[src/rtl/burst_addr_pkg.sv]
package burst_addr_pkg;
  localparam int unsigned ADDR_W_DEF = 16;

  typedef enum logic [1:0] {
    OP_HOLD = 2'd0,
    OP_STEP = 2'd1,
    OP_LOAD = 2'd2,
    OP_ZERO = 2'd3
  } addr_op_e;

  // fixed priority: clear, then load, then step, then hold
  function automatic addr_op_e decode_op(input logic clr_n, input logic load_n,
                                         input logic adv_n);
    if (!clr_n)       return OP_ZERO;
    else if (!load_n) return OP_LOAD;
    else if (!adv_n)  return OP_STEP;
    else              return OP_HOLD;
  endfunction
endpackage

[src/rtl/reset_sync.sv]
module reset_sync #(
  parameter int unsigned STAGES = 2
) (
  input  logic clk,
  input  logic rst_n,
  output logic run_n
);
  localparam int unsigned LAST = STAGES - 1;

  logic [STAGES-1:0] chain_q;
  logic [STAGES-1:0] chain_d;

  always_comb begin
    chain_d = {chain_q[STAGES-2:0], 1'b1};
  end

  always_ff @(posedge clk or negedge rst_n) begin
    if (!rst_n) chain_q <= '0;
    else        chain_q <= chain_d;
  end

  assign run_n = chain_q[LAST];
endmodule

[src/rtl/ctl_capture.sv]
module ctl_capture
  import burst_addr_pkg::*;
#(
  parameter int unsigned ADDR_W = ADDR_W_DEF
) (
  input  logic              clk,
  input  logic              run_n,
  input  logic [ADDR_W-1:0] ext_addr,
  input  logic              load_n,
  input  logic              adv_n,
  input  logic              clr_n,
  output addr_op_e          op,
  output logic [ADDR_W-1:0] ext_q
);
  logic              load_q, adv_q, clr_q;
  logic [ADDR_W-1:0] ext_d;
  logic              load_d, adv_d, clr_d;

  always_comb begin
    ext_d  = ext_addr;
    load_d = load_n;
    adv_d  = adv_n;
    clr_d  = clr_n;
  end

  // reset to the inactive (hold) level of every control
  always_ff @(posedge clk or negedge run_n) begin
    if (!run_n) begin
      ext_q  <= '0;
      load_q <= 1'b1;
      adv_q  <= 1'b1;
      clr_q  <= 1'b1;
    end else begin
      ext_q  <= ext_d;
      load_q <= load_d;
      adv_q  <= adv_d;
      clr_q  <= clr_d;
    end
  end

  always_comb begin
    op = decode_op(clr_q, load_q, adv_q);
  end

  AST_CLR_WINS: assert property (@(posedge clk) disable iff (!run_n)
    !clr_n |=> (op == OP_ZERO));
  AST_LOAD_OVER_STEP: assert property (@(posedge clk) disable iff (!run_n)
    (clr_n && !load_n && !adv_n) |=> (op == OP_LOAD));
endmodule

[src/rtl/addr_select.sv]
module addr_select
  import burst_addr_pkg::*;
#(
  parameter int unsigned ADDR_W = ADDR_W_DEF
) (
  input  logic              clk,
  input  logic              run_n,
  input  addr_op_e          op,
  input  logic [ADDR_W-1:0] ext_q,
  input  logic [ADDR_W-1:0] prev_q,
  output logic [ADDR_W-1:0] addr_now
);
  localparam logic [ADDR_W-1:0] ONE = ADDR_W'(1);

  always_comb begin
    unique case (op)
      OP_ZERO: addr_now = '0;
      OP_LOAD: addr_now = ext_q;
      OP_STEP: addr_now = prev_q + ONE;
      default: addr_now = prev_q;
    endcase
  end

  AST_ZERO_SEL: assert property (@(posedge clk) disable iff (!run_n)
    (op == OP_ZERO) |-> (addr_now == '0));
  AST_HOLD_SEL: assert property (@(posedge clk) disable iff (!run_n)
    (op == OP_HOLD) |-> (addr_now == prev_q));
endmodule

[src/rtl/addr_hold.sv]
module addr_hold #(
  parameter int unsigned ADDR_W = 16
) (
  input  logic              clk,
  input  logic              run_n,
  input  logic [ADDR_W-1:0] addr_now,
  output logic [ADDR_W-1:0] prev_q,
  output logic              valid_q
);
  logic              upd_en;
  logic [ADDR_W-1:0] prev_d;
  logic              valid_d;

  always_comb begin
    upd_en  = run_n;
    prev_d  = upd_en ? addr_now : prev_q;
    valid_d = upd_en ? 1'b1 : valid_q;
  end

  always_ff @(posedge clk or negedge run_n) begin
    if (!run_n) begin
      prev_q  <= '0;
      valid_q <= 1'b0;
    end else begin
      prev_q  <= prev_d;
      valid_q <= valid_d;
    end
  end

  AST_VALID_STAYS: assert property (@(posedge clk) disable iff (!run_n)
    valid_q |=> valid_q);
endmodule

[src/rtl/burst_addr_gen.sv]
module burst_addr_gen
  import burst_addr_pkg::*;
#(
  parameter int unsigned ADDR_W      = ADDR_W_DEF,
  parameter int unsigned SYNC_STAGES = 2
) (
  input  logic              clk,
  input  logic              rst_n,
  input  logic [ADDR_W-1:0] ext_addr,
  input  logic              load_n,
  input  logic              adv_n,
  input  logic              clr_n,
  input  logic              port_sel_n,
  input  logic [1:0]        lane_en,
  output logic [ADDR_W-1:0] addr_out,
  output logic              addr_valid
);
  localparam logic [ADDR_W-1:0] ONE = ADDR_W'(1);

  logic              run_n;
  addr_op_e          op;
  logic [ADDR_W-1:0] ext_q;
  logic [ADDR_W-1:0] prev_q;
  logic [ADDR_W-1:0] addr_now;
  logic              valid_q;

  reset_sync #(.STAGES(SYNC_STAGES)) u_rst (
    .clk   (clk),
    .rst_n (rst_n),
    .run_n (run_n)
  );

  ctl_capture #(.ADDR_W(ADDR_W)) u_ctl (
    .clk      (clk),
    .run_n    (run_n),
    .ext_addr (ext_addr),
    .load_n   (load_n),
    .adv_n    (adv_n),
    .clr_n    (clr_n),
    .op       (op),
    .ext_q    (ext_q)
  );

  addr_select #(.ADDR_W(ADDR_W)) u_sel (
    .clk      (clk),
    .run_n    (run_n),
    .op       (op),
    .ext_q    (ext_q),
    .prev_q   (prev_q),
    .addr_now (addr_now)
  );

  addr_hold #(.ADDR_W(ADDR_W)) u_hold (
    .clk      (clk),
    .run_n    (run_n),
    .addr_now (addr_now),
    .prev_q   (prev_q),
    .valid_q  (valid_q)
  );

  assign addr_out   = addr_now;
  assign addr_valid = valid_q;

  AST_CLR_ZERO: assert property (@(posedge clk) disable iff (!run_n)
    (valid_q && !clr_n) |=> (addr_out == '0));
  AST_LOAD_EXT: assert property (@(posedge clk) disable iff (!run_n)
    (valid_q && clr_n && !load_n) |=> (addr_out == $past(ext_addr)));
  AST_STEP_ONE: assert property (@(posedge clk) disable iff (!run_n)
    (valid_q && clr_n && load_n && !adv_n) |=> (addr_out == $past(addr_out) + ONE));
  AST_HOLD_SAME: assert property (@(posedge clk) disable iff (!run_n)
    (valid_q && clr_n && load_n && adv_n && port_sel_n) |=> $stable(addr_out));
  AST_LANES_NO_BLOCK: assert property (@(posedge clk) disable iff (!run_n)
    (valid_q && clr_n && !load_n && (lane_en == 2'b00)) |=> (addr_out == $past(ext_addr)));
endmodule

[config.mk]
export PLATFORM = sky130hd
export DESIGN_NAME = burst_addr_gen
export DESIGN_NICKNAME = d
export VERILOG_FILES = /design/src/rtl/burst_addr_pkg.sv /design/src/rtl/reset_sync.sv /design/src/rtl/ctl_capture.sv /design/src/rtl/addr_select.sv /design/src/rtl/addr_hold.sv /design/src/rtl/burst_addr_gen.sv
export SDC_FILE = /design/constraint.sdc
export NUM_CORES = 1
export LEC_CHECK = 0
export BUFFER_PORTS_ARGS = -buffer_cell sky130_fd_sc_hd__buf_2
export CAP_MARGIN = 20
export CORE_ASPECT_RATIO = 0.75
export CORE_MARGIN = 5
export CORE_UTILIZATION = 51
export CTS_BUF_LIST = sky130_fd_sc_hd__clkbuf_2
export DETAILED_ROUTE_END_ITERATION = 16
export PLACE_DENSITY = 0.79
export SYNTH_ARGS = -nofsm -noshare
export SYNTH_HDL_FRONTEND = slang
export SYNTH_HIERARCHICAL = 1
export SYNTH_SLANG_ARGS = --single-unit
[constraint.sdc]
create_clock -name clk -period 1.85 [get_ports clk]
set_clock_uncertainty 0.15 [all_clocks]
set_input_delay 0.185 -clock clk [delete_from_list [all_inputs] [get_ports clk]]
set_output_delay 0.185 -clock clk [all_outputs]
set_load 0.02 [all_outputs]
; Word-level counts from Yosys, hierarchy flattened
; Index checks and enable logic that the tools add are counted.
[classes]
n_lt_le_gt_ge = 0
n_mul = 0
reduce_logical = 0
n_mux = 4
n_shift = 0
div_mod_pow = 0
eq_ne = 3
n_bitwise = 0
n_addsub = 1
[ops]
columns = operator, count
row1 = one-hot mux 16 bit (3 select lines), 1
row2 = "adder 16 x 1 -> 16 bit, second input constant", 1
row3 = "equality test 2 bit, second input constant", 2
row4 = two-way mux 2 bit, 2
row5 = "equality test 2 x 1 -> 1 bit, second input constant", 1
row6 = two-way mux 1 bit, 1
[word_totals]
latchBits = 0
romBits = 0
ram_bits = 0
ff_bits = 38
n_memories = 0

; Logic depth before layout (Yosys ltp)
; Gate-level depths: netlist (run 1).
[logic_depth]
depth_word = 5
depth_mapped = 7
mapped_depth_nobuf = 6

; Hierarchy
; The synthesis (run 1) kept the hierarchy.
[by_module_without_submodules]
columns = mod, cells_each, seq_area_each_um2, n_inst, area_each_um2
row1 = addr_select, 100, 0.0, 1, 730.7
row2 = addr_hold, 36, 425.4, 1, 676.9
row3 = ctl_capture, 22, 479.2, 1, 495.5
row4 = reset_sync, 3, 50.0, 1, 53.8

; Least setup slack after synthesis (run 1)
; No wires, ideal clock.
[synth_timing]
path_kind = register to register
start = register u_ctl.load_q
end = register u_hold.prev_q[1]
t_arrival_ns = 1.982
path_buffers = 1
period_less_slack_ns = 2.200
stages_incl_launch_ff = 7
required_ns = 1.632
setup_slack_ns = -0.350
cell_sequence = dfstp_2 -> inv_1 -> o21ai_2 -> clkbuf_1 -> mux2i_1 -> o21ai_0 -> mux2_2
[synth_via]
elab_chain_cells = 4
word_cells_on_any_way = 6
classes_between = 3 x eq/ne / 3 x mux
[synth_lines]
columns = element, line_no
row1 = "start, declared", ctl_capture.sv:15  ; logic load_q, adv_q, clr_q;
row2 = "start signal, assigned", ctl_capture.sv:35  ; load_q <= load_d;
row3 = two-way mux 2 bit (*), burst_addr_pkg.sv:15  ; else if (!load_n) return OP_LOAD;
row4 = two-way mux 2 bit (*), burst_addr_pkg.sv:14  ; if (!clr_n) return OP_ZERO;
row5 = named net op[0], burst_addr_gen.sv:21  ; addr_op_e op;
row6 = equality test 2 x 1 -> 1 bit / equality test 2 bit (equally long branches), addr_select.sv:16  ; unique case (op)
row7 = one-hot mux 16 bit (3 select lines) (*), addr_select.sv:16
row8 = named net addr_out[1], burst_addr_gen.sv:15  ; output logic [ADDR_W-1:0] addr_out,
row9 = "end signal, assigned", addr_hold.sv:25  ; prev_q <= prev_d;
row10 = "end, declared", addr_hold.sv:7  ; output logic [ADDR_W-1:0] prev_q,
; Mark *: on every way through the listed nets, which the timed path passes. The rest lies on a longest branch.
; A chain may end at the register's enable or synchronous reset.

; Worst setup path in the final report (run 1)
[layout_timing]
start = register u_ctl.load_q
end = output addr_out[4]
[layout_via]
elab_chain_cells = 4
word_cells_on_any_way = 6
classes_between = 3 x eq/ne / 3 x mux
[layout_lines]
columns = element, line_no
row1 = two-way mux 2 bit (*), burst_addr_pkg.sv:15
row2 = two-way mux 2 bit (*), burst_addr_pkg.sv:14
row3 = named net op[0], burst_addr_gen.sv:21
row4 = equality test 2 x 1 -> 1 bit / equality test 2 bit (equally long branches), addr_select.sv:16
row5 = one-hot mux 16 bit (3 select lines) (*), addr_select.sv:16
row6 = "end, declared", burst_addr_gen.sv:15
; Marked as above.

==> results of run 1 <==
-- power by group through the flow --
stage | clock (µW) | combinational (µW) | sequential [µW]
finish | 500 | 724 | 983
floorplan | 0 | 284 | 987
global route | 535 | 757 | 993
CTS | 494 | 592 | 976
detailed placement | 0 | 472 | 976
global placement | 0 | 448 | 972
-- kinds of logic (layout without fill, tap and decap cells) --
group | after synthesis | after routing | synth area share [%]
XOR/XNOR | 7 | 7 | 3.133
AND/OR/NAND/NOR | 38 | 38 | 11.96
AO/OA/AOI/OAI | 29 | 29 | 10.61
adder cells (fa/ha/maj) | 1 | 1 | 0.6393
buffers and inverters | 14 | 120 | 5.051
flip-flops | 38 | 38 | 48.79
multiplexers | 33 | 33 | 19.63
other | 1 | 2 | 0.1916
-- state kept, by name, indices dropped and copies added, names as in the netlist --
signal,cells
u_hold/valid_q,1
u_rst/chain_q,2
u_ctl/ext_q,16
u_hold/prev_q,16
u_ctl/clr_q,1
u_ctl/load_q,1
u_ctl/adv_q,1
-- synth_stat cells (2+ instances only) --
cell type / n / area (µm²)
inv_1: 5 / 18.77
mux2_4: 9 / 135.1
nor2b_1: 4 / 25.02
buf_2: 3 / 15.01
mux2i_1: 17 / 170.2
a22oi_1: 12 / 90.09
nand3_1: 3 / 15.01
o22ai_1: 3 / 18.77
nand2b_1: 2 / 12.51
nand4_1: 6 / 37.54
mux2_2: 7 / 78.83
nor4_1: 4 / 25.02
or4_1: 3 / 22.52
dfrtp_1: 35 / 875.8
o211ai_1: 7 / 52.55
xor2_1: 6 / 52.55
o21ai_0: 3 / 15.01
dfstp_2: 3 / 78.83
buf_6: 3 / 33.78
nand2_1: 6 / 22.52
nor3_1: 2 / 10.01
-- repair_timing --
action | in CTS | in global routing
hold buffers | 21 | 0
buffers inserted | 13 | 9
endpoints found under the setup margin | 26 | 31
gates cloned | 0 | 2
hold endpoints to repair | 21 | 0
resized for setup | 38 | 39
pin swaps | 8 | 12
-- layer usage --
layer | up-vias | track usage (%) | part of all wire (%)
met5 | - | 0 | 0
met4 | 0 | 8.650 | 3.7
met3 | 22 | 6.838 | 6.1
met2 | 105 | 40.65 | 51
met1 | 943 | 26.44 | 39
li1 | 809 | - | -
-- critical path, stage by stage, from the launching register on --
cell and delay [ps]:
dfstp_2 580, inv_2 40, o21ai_4 250, buf_6 160
buf_6 110, nor2b_1 190, mux2i_1 120, o22ai_2 230
buf_6 160
-- area by class of cell --
class,instances,area share (%)
antenna,1,0.07776
sequential,38,29.86
inverter,5,0.5832
tap,52,2.022
multi-input combinational,109,37.87
clock buffer,5,0.7776
clock inverter,2,1.050
timing repair buffer,108,27.76
-- worst max path at each step --
stage | slack [ps] | cells after the start | end | start
after global routing | -790 | 8 | addr_out[2] | u_ctl/load_q$_DFF_PN1_
final | -720 | 8 | addr_out[4] | u_ctl/load_q$_DFF_PN1_
after CTS | -570 | 6 | addr_out[6] | u_ctl/load_q$_DFF_PN1_
after floorplan | -160 | 6 | u_hold/prev_q[6]$_DFFE_PN0P_ | u_ctl/clr_q$_DFF_PN1_
after detailed placement | -150 | 6 | addr_out[7] | u_ctl/load_q$_DFF_PN1_
after global placement | -140 | 6 | addr_out[7] | u_ctl/load_q$_DFF_PN1_
-- cell usage in the layout, fill, tap and decap left out, drive strengths merged, types with 6 or more instances in the layout --
cell | Yosys | layout
a22oi | 12 | 12
buf | 8 | 87
dfrtp | 35 | 35
dlygate4sd3 | 0 | 21
mux2 | 16 | 16
mux2i | 17 | 17
nand2 | 6 | 6
nand4 | 7 | 7
o211ai | 7 | 7
xor2 | 6 | 6
-- through the flow --
stage	worst slack (ps)	instances	area, µm²	TNS [ps]
finish	-719.0	320	3218	-12100
global route	-789.1	320	3218	-14250
CTS	-568.0	311	3015	-8801
detailed placement	-148.7	270	2489	-1913
global placement	-135.6	270	2489	-1099
floorplan	-157.1	161	2079	-1426
==> reports/metrics.cfg, run 1 <==
[placement]
io_buffer_count=37
routabilityCongestion=0.7854
place_hpwl_um=3233

[detailed_routing]
totalWireLength_um=6906
postRouteAntennaNets=0
vias=1879
drtIter0Drc=140
drtPass1Iterations=4
wl_per_cell_um=21.58
vias_per_cell=5.872
drc_errors=0

[yosys]
yosys_warnings=6
synth_area_per_cell_um2=12.15
async_flop_share_pct=100.0
postSynthCellCount=161
synth_edf_count=0
synth_nets=186
netlist_area_um2=1957
synth_cell_types=39
yosys_register_bits=38
synthFlopType=dfrtp_1
seq_area_frac_synth_pct=48.79

[clocking]
cts_sinks=38
cts_tree=built
ctsLongestPathBuffers=2
clkTransAtPathRegs_ps=200
htreeDepth=2
cts_buffers=5
worst_skew_pair.late_latency_ps=400
clock-root-buffer=clkbuf_2

[sta]
maxSlewViolCount=0
period_minus_slack_ps=2569
fmax_ghz=0.3893
rsz0062_at_grt=true
setup_viol=32
final.period_utilization_pct=138.9
finalHoldViolCount=0
setup_ws_ps=-719.0
holdWs_ps=96.06

[pwr]
p_int_uw=1501
p_seq_share_pct=44.5
powerDensity_nw_per_um2=686.0
power_switching_uw=706.7
p_sw_share_pct=32.01
cellLeakagePower_uw=0.001455
ir_drop_mv=0.5150
clkPwrFrac_pct=22.7
total_power_uw=2208
p_comb_share_pct=32.8

[global_route]
grt_overflow=0
grt_pass1_wl_um=9045
antenna_found_initial=1
grt_use_total_pct=23.27
grt_max_degree=54
first_global_vias=1868

[final_layout]
final_nets=292
seq_area_um2=960.9
area_growth_pct=64.45
fill_cells=165
drive_gt1_share_pct=61.42
fin_util_pct=87.33
multiInputGateArea_um2=1219

[worst_setup_path]
worst_setup_path_end_kind=primary output
start_kind=flip-flop
cp.required_ps=1510
critPathArrivalTime_ps=2230
r2r-start=u_ctl/load_q$_DFF_PN1_
r2r_end=u_hold/prev_q[1]$_DFFE_PN0P_
worstSetupPathType=flip-flop to primary output
regToRegSetupSlack_ps=-450
ff2ff_path_depth=9
path_max_fanout=6

[job]
cap_violations=0

[floorplan]
core_area_um2=3685
dieArea_um2=5189
num_rows=19
die_width_um=81.53
initial_utilization_pct=53.11
io-pin-count=41
die_h_um=63.65

[run_status]
outcome=complete, but fails checks
violations=setup timing

[worst_hold_path]
hp-class=flip-flop to asynchronous set/reset pin

No activity file was read; power rests on OpenSTA's default activity.
==> run 2: changes to the inputs <==
Settings changed: CORE_UTILIZATION 51 to 56, PLACE_DENSITY 0.79 to 0.82.
Clock period 1.85 ns to 2.8 ns, I/O delays scaled along.
==> reports/metrics.cfg, run 2 (same netlist as run 1, synthesis figures left out) <==
[run_status]
outcome=complete, no violations

[detailed_routing]
drc_errors=0  ; unchanged
vias=1526  ; -19%
drtIter0Drc=138  ; -1.4%
totalWireLength_um=4260  ; -38%
postRouteAntennaNets=0  ; unchanged
vias_per_cell=5.673  ; -3.4%
wl_per_cell_um=15.84  ; -27%
drtPass1Iterations=5  ; +1

[worst_setup_path]
start_kind=flip-flop
critPathArrivalTime_ps=2240  ; about the same
cpPeakStageDelay_ps=550  ; -30 ps
ff2ff_path_depth=7  ; -2
cp-startpoint=u_hold/prev_q[0]$_DFFE_PN0P_
worst_setup_path_end_kind=primary output
regToRegSetupSlack_ps=690  ; +1140 ps
cp_cell_sequence=ha_1 > nand3_1 > or4_1 > o211ai_1 > buf_2
r2r_end=u_hold/prev_q[10]$_DFFE_PN0P_
path_max_fanout=6  ; unchanged
r2r-start=u_ctl/clr_q$_DFF_PN1_
cp.required_ps=2370  ; +860 ps
cp_slowest_cell=or4_1
worstSetupPathType=flip-flop to primary output

[worst_hold_path]
hold_depth=0
hp-class=flip-flop to flip-flop
hp-start=u_rst/chain_q[0]$_DFF_PN0_
hold_end=u_rst/chain_q[1]$_DFF_PN0_

[clocking]
cts_buffers=5  ; unchanged
cts_tree=built
worst_skew_pair.late_latency_ps=400  ; about the same
cts_sinks=38  ; unchanged
clkTransAtPathRegs_ps=170  ; -30 ps
htreeDepth=2  ; unchanged
ctsLongestPathBuffers=2  ; unchanged
clock-root-buffer=clkbuf_2

[floorplan]
io-pin-count=41  ; unchanged
initial_utilization_pct=58.71  ; +5.6 points
dieArea_um2=4789  ; -7.7%
num_rows=18  ; -1
core_area_um2=3333  ; -9.5%
die_h_um=61.20  ; -3.8%
die_width_um=78.26  ; -4.0%

[global_route]
grt_max_degree=45  ; -17%
grt_pass1_wl_um=6831  ; -24%
grt_overflow=0  ; unchanged
grt_use_total_pct=18.74  ; -4.5 points
first_global_vias=1470  ; -21%
antenna_found_initial=0  ; -1

[sta]
fmax_ghz=0.3743
maxSlewViolCount=0  ; unchanged
final.period_utilization_pct=95.41
period_minus_slack_ps=2672
finalHoldViolCount=0  ; unchanged
rsz0062_at_grt=true
tns_ps=0  ; +12,100 ps
holdWs_ps=226.4  ; +130.3 ps
slew_headroom_pct=34.33
setup_viol=0  ; -100%
max_slew.worst_pin.slew_ps=985.1

[final_layout]
diodes=0  ; -1
final_nets=253  ; -13%
mostFrequentLayoutCell=buf_2
drive_gt1_share_pct=36.24  ; -25 points
area_growth_pct=26.60
fin_util_pct=74.32  ; -13 points
largestRegisters=u_ctl/ext_q x16, u_hold/prev_q x16, u_rst/chain_q x2
layout_common_cells=37 x buf_2, 34 x dfrtp_1, 21 x dlygate4sd3_1

[placement]
io_buffer_count=37  ; unchanged
routabilityCongestion=0.7739  ; -1.5%
place_hpwl_um=2739  ; -15%

[pwr]
cellLeakagePower_uw=0.001151  ; -21%
powerDensity_nw_per_um2=498.2  ; -27%
ir_drop_mv=0.3100  ; -40%

[job]
cap_violations=0  ; unchanged

run 2: changes by cell type in the layout (fill, tap and decap cells not counted), moves of 5 or more:
cell     change
mux2_2       +5
mux2i_1      +6
buf_4       -38
a22oi_1     +12
buf_2       +15
mux2_4       -5
buf_6       -13
a22oi_2     -12
run 2: how the worst max path moves through the flow:
stage | endpoint | slack (ps) | depth (start not counted)
after CTS | addr_out[8] | 10 | 5
after detailed placement | addr_out[8] | 480 | 5
after global routing | addr_out[9] | 0.4 | 5
after floorplan | u_hold/prev_q[1]$_DFFE_PN0P_ | 600 | 6
final | addr_out[8] | 130 | 5
after global placement | addr_out[6] | 560 | 5
run 2: cell type report:
type	instances	area, µm²
Clock buffer	5	25.02
Clock inverter	3	40.04
Fill cell	236	855.8
Inverter	5	18.77
Multi-Input combinational cell	109	905.9
Sequential cell	38	955.9
Tap cell	40	50.05
Timing Repair Buffer	69	481.7
run 2: timing repair:
| action | CTS | global route |
|---|---|---|
| resized for setup | 0 | 2 |
| hold buffers | 20 | 1 |
| endpoints found under the hold margin | 21 | 2 |
| buffers inserted | 0 | 5 |
| setup endpoints to repair | 0 | 11 |
run 2: per-layer routing:
| layer | share of wire [%] | up-vias | global-route usage [%] |
|---|---|---|---|
| met4 | 1.6 | 0 | 6.484 |
| met3 | 5.8 | 9 | 4.825 |
| li1 | - | 735 | - |
| met5 | 0 | - | 0 |
| met2 | 48 | 53 | 31.71 |
| met1 | 44 | 729 | 24.06 |
run 2: report_power, final:
part	total, µW	leakage (µW)	switching (µW)	internal, µW
Combinational	243	0.000649	112	132
Clock	326	0.0000427	178	148
Sequential	664	0.000459	71.3	593
run 2: stage by stage:
step                setup slack [ps]  std cells  total power (µW)  area (µm²)
floorplan                      599.9        161             816.9        1957
global placement               556.9        235             869.5        2158
detailed placement             483.1        235             883.5        2158
CTS                            10.57        263              1232        2424
global route                  0.4208        269              1295        2477
finish                         128.5        269              1234        2477
run 2: critical path: cells and delay by family (launching register included):
kind / cells / cell delay [ps]
flip-flops: 1 / 500
AO/OA/AOI/OAI: 1 / 140
adder cells (fa/ha/maj): 1 / 250
AND/OR/NAND/NOR: 2 / 760
buffers and inverters: 1 / 210
==> run 3: changes to the inputs <==
Settings changed: CORE_UTILIZATION 56 to 57, CTS_CLUSTER_SIZE set to 28, PLACE_DENSITY 0.82 to 0.83, SYNTH_HIERARCHICAL 1 to not set.
==> reports/metrics.cfg, run 3 <==
[worst_setup_path]
start_kind=flip-flop
cp.required_ps=2370  ; about the same
worst_setup_path_end_kind=primary output
path_max_fanout=8  ; +2
worstSetupPathType=flip-flop to primary output
critPathArrivalTime_ps=2220  ; -20 ps

[global_route]
first_global_vias=1956  ; +33%
grt_max_degree=23  ; -49%
grt_use_total_pct=22.89  ; +4.2 points
grt_overflow=0  ; unchanged
antenna_found_initial=0  ; unchanged
grt_pass1_wl_um=9032  ; +32%

[sta]
setup_viol=0  ; unchanged
setup_ws_ps=146.4  ; +17.94 ps
finalHoldViolCount=0  ; unchanged
tns_ps=0  ; unchanged
fmax_ghz=0.3768  ; +0.68%
maxSlewViolCount=0  ; unchanged
period_minus_slack_ps=2654  ; -17.94 ps
holdWs_ps=26.63  ; -199.8 ps
final.period_utilization_pct=94.77  ; -0.64 points
rsz0062_at_grt=false

[pwr]
ir_drop_mv=0.2764  ; -11%
p_comb_share_pct=20.4  ; +0.7 points
p_seq_share_pct=57.4  ; +3.6 points
powerDensity_nw_per_um2=419.4  ; -16%
clkPwrFrac_pct=22.1  ; -4.3 points
p_sw_share_pct=32.69  ; +3.4 points
power_switching_uw=366.9  ; +1.6%
p_int_uw=755.6  ; -13%
cellLeakagePower_uw=0.001126  ; -2.2%

[detailed_routing]
drtPass1Iterations=4  ; -1
wl_per_cell_um=16.23  ; +2.5%
vias=2020  ; +32%
postRouteAntennaNets=0  ; unchanged
drc_errors=0  ; unchanged
vias_per_cell=5.924  ; +4.4%
drtIter0Drc=253  ; +83%
totalWireLength_um=5536  ; +30%

[job]
cap_violations=0  ; unchanged

[placement]
place_hpwl_um=3548  ; +30%
pre_cts_ws_ps=488.9  ; +5.745 ps
dp.cells=303  ; +29%
routabilityCongestion=0.8904  ; +15%
io_buffer_count=37  ; unchanged

[floorplan]
initial_utilization_pct=58.34  ; -0.37 points
core_area_um2=3637  ; +9.1%
num_rows=19  ; +1
die_width_um=80.46  ; +2.8%
io-pin-count=41  ; unchanged
dieArea_um2=5056  ; +5.6%
die_h_um=62.84  ; +2.7%

[yosys]
netlist_area_um2=2122  ; +8.4%
synthFlopType=dfrtp_1
yosysMostFrequentCell=dfrtp_1
synth_nets=246  ; +32%
synth_top_area_share_pct=41.27  ; -3.5 points
ys_top_cells_by_count=35 x dfrtp_1, 22 x a21oi_1, 18 x nand2_1, 18 x o21ai_0, 17 x nor2_1
seq_area_frac_synth_pct=44.99  ; -3.8 points
postSynthCellCount=221  ; +37%
async_flop_share_pct=100.0  ; unchanged
synth_cell_types=55  ; +41%
synth_area_per_cell_um2=9.602  ; -21%
yosys_register_bits=38  ; unchanged
synth_edf_count=0  ; unchanged
ys_top_cells_by_area=dfrtp_1 41%, a21oi_1 5.2%, o21ai_0 4.2%
synth.largest_area_cell=dfrtp_1
yosys_warnings=0  ; -6

[clocking]
htreeDepth=2  ; unchanged
cts_tree=built
cts_buffers=5  ; unchanged
worst_skew_pair.late_latency_ps=400  ; about the same
cts_sinks=38  ; unchanged
clkTransAtPathRegs_ps=210  ; +40 ps
ctsLongestPathBuffers=2  ; unchanged
clock-root-buffer=clkbuf_2

[final_layout]
mostFrequentLayoutCell=buf_2
diodes=0  ; unchanged
area_growth_pct=26.12
largestRegisters=u_ctl.ext_q x16, u_hold.prev_q x16, u_rst.chain_q x2
fin_cells=341  ; +27%
drive_gt1_share_pct=31.14  ; -5.1 points
layout_common_cells=37 x buf_2, 27 x dfrtp_1, 22 x a21oi_1
final_nets=313  ; +24%

[worst_hold_path]
hp-class=flip-flop to asynchronous set/reset pin

[run_status]
outcome=complete, no violations

-- run 3: power groups by stage --
stage	logic (µW)	registers, µW	clock network [µW]
4_1_cts	215	638	253
3_3_place_gp	187	645	0
2_1_floorplan	153	630	0
3_5_place_dp	192	648	0
6_report	229	645	248
5_1_grt	255	651	279
-- run 3: metrics by stage --
step	util (%)	cell area, µm²	power, µW
3_3_place_gp	63.67	2316	832.5
6_report	73.58	2676	1122
5_1_grt	73.58	2676	1185
2_1_floorplan	-	2122	783.1
3_5_place_dp	63.67	2316	839.3
4_1_cts	70.76	2574	1106
-- run 3: logic make-up after synthesis --
logic type,share of synthesized area [%]
other cells,0.1767
flops,44.99
mux,4.894
fa+ha+maj,0.5895
xor+xnor,3.302
compound gates,21.05
buf+inv,6.072
simple gates,18.93
-- run 3: routing by layer --
layer	up-vias	global-route usage (%)	wire length, µm
met5	-	0	0
met4	0	8.861	104
met3	13	5.187	420
met2	82	34.71	2648
met1	980	31.68	2363
li1	945	-	-
-- run 3: path summary, 6_finish.rpt --
check	from	endpoint	slack, ps	cells after the start
setup / recovery	u_hold.prev_q[6]$_DFFE_PN0P_	addr_out[14]	150	5
hold / removal	u_rst.chain_q[1]$_DFF_PN0_	u_hold.prev_q[4]$_DFFE_PN0P_	30	0
setup reg to reg	u_ctl.clr_q$_DFF_PN1_	u_hold.prev_q[4]$_DFFE_PN0P_	770	5
hold reg to reg	u_rst.chain_q[1]$_DFF_PN0_	u_hold.prev_q[4]$_DFFE_PN0P_	30	0
max in group asynchronous	rst_n	u_rst.chain_q[1]$_DFF_PN0_	1810	3
min in group clk	u_rst.chain_q[0]$_DFF_PN0_	u_rst.chain_q[1]$_DFF_PN0_	230	0
-- run 3: cell type report --
| cell class | instances | area (µm²) |
|---|---|---|
| clock buffer | 5 | 25.02 |
| clock inverter | 3 | 16.27 |
| fill | 258 | 960.9 |
| inverter | 5 | 18.77 |
| multi-input combinational | 164 | 1071 |
| sequential | 38 | 964.7 |
| tap | 52 | 65.06 |
| timing repair buffer | 74 | 515.5 |
-- run 3: critical path, cell delays in order (launching register included) --
cell and delay (ps):
dfrtp_2 480, nand4_4 190, or4_4 610, o21a_1 230
a21oi_1 120, buf_2 180
-- run 3: timing repair --
item	in CTS	in global routing
endpoints found under the hold margin	21	0
resized for setup	1	14
setup endpoints to repair	1	5
pin swaps	0	1
setup buffers	0	9
hold buffers	21	0
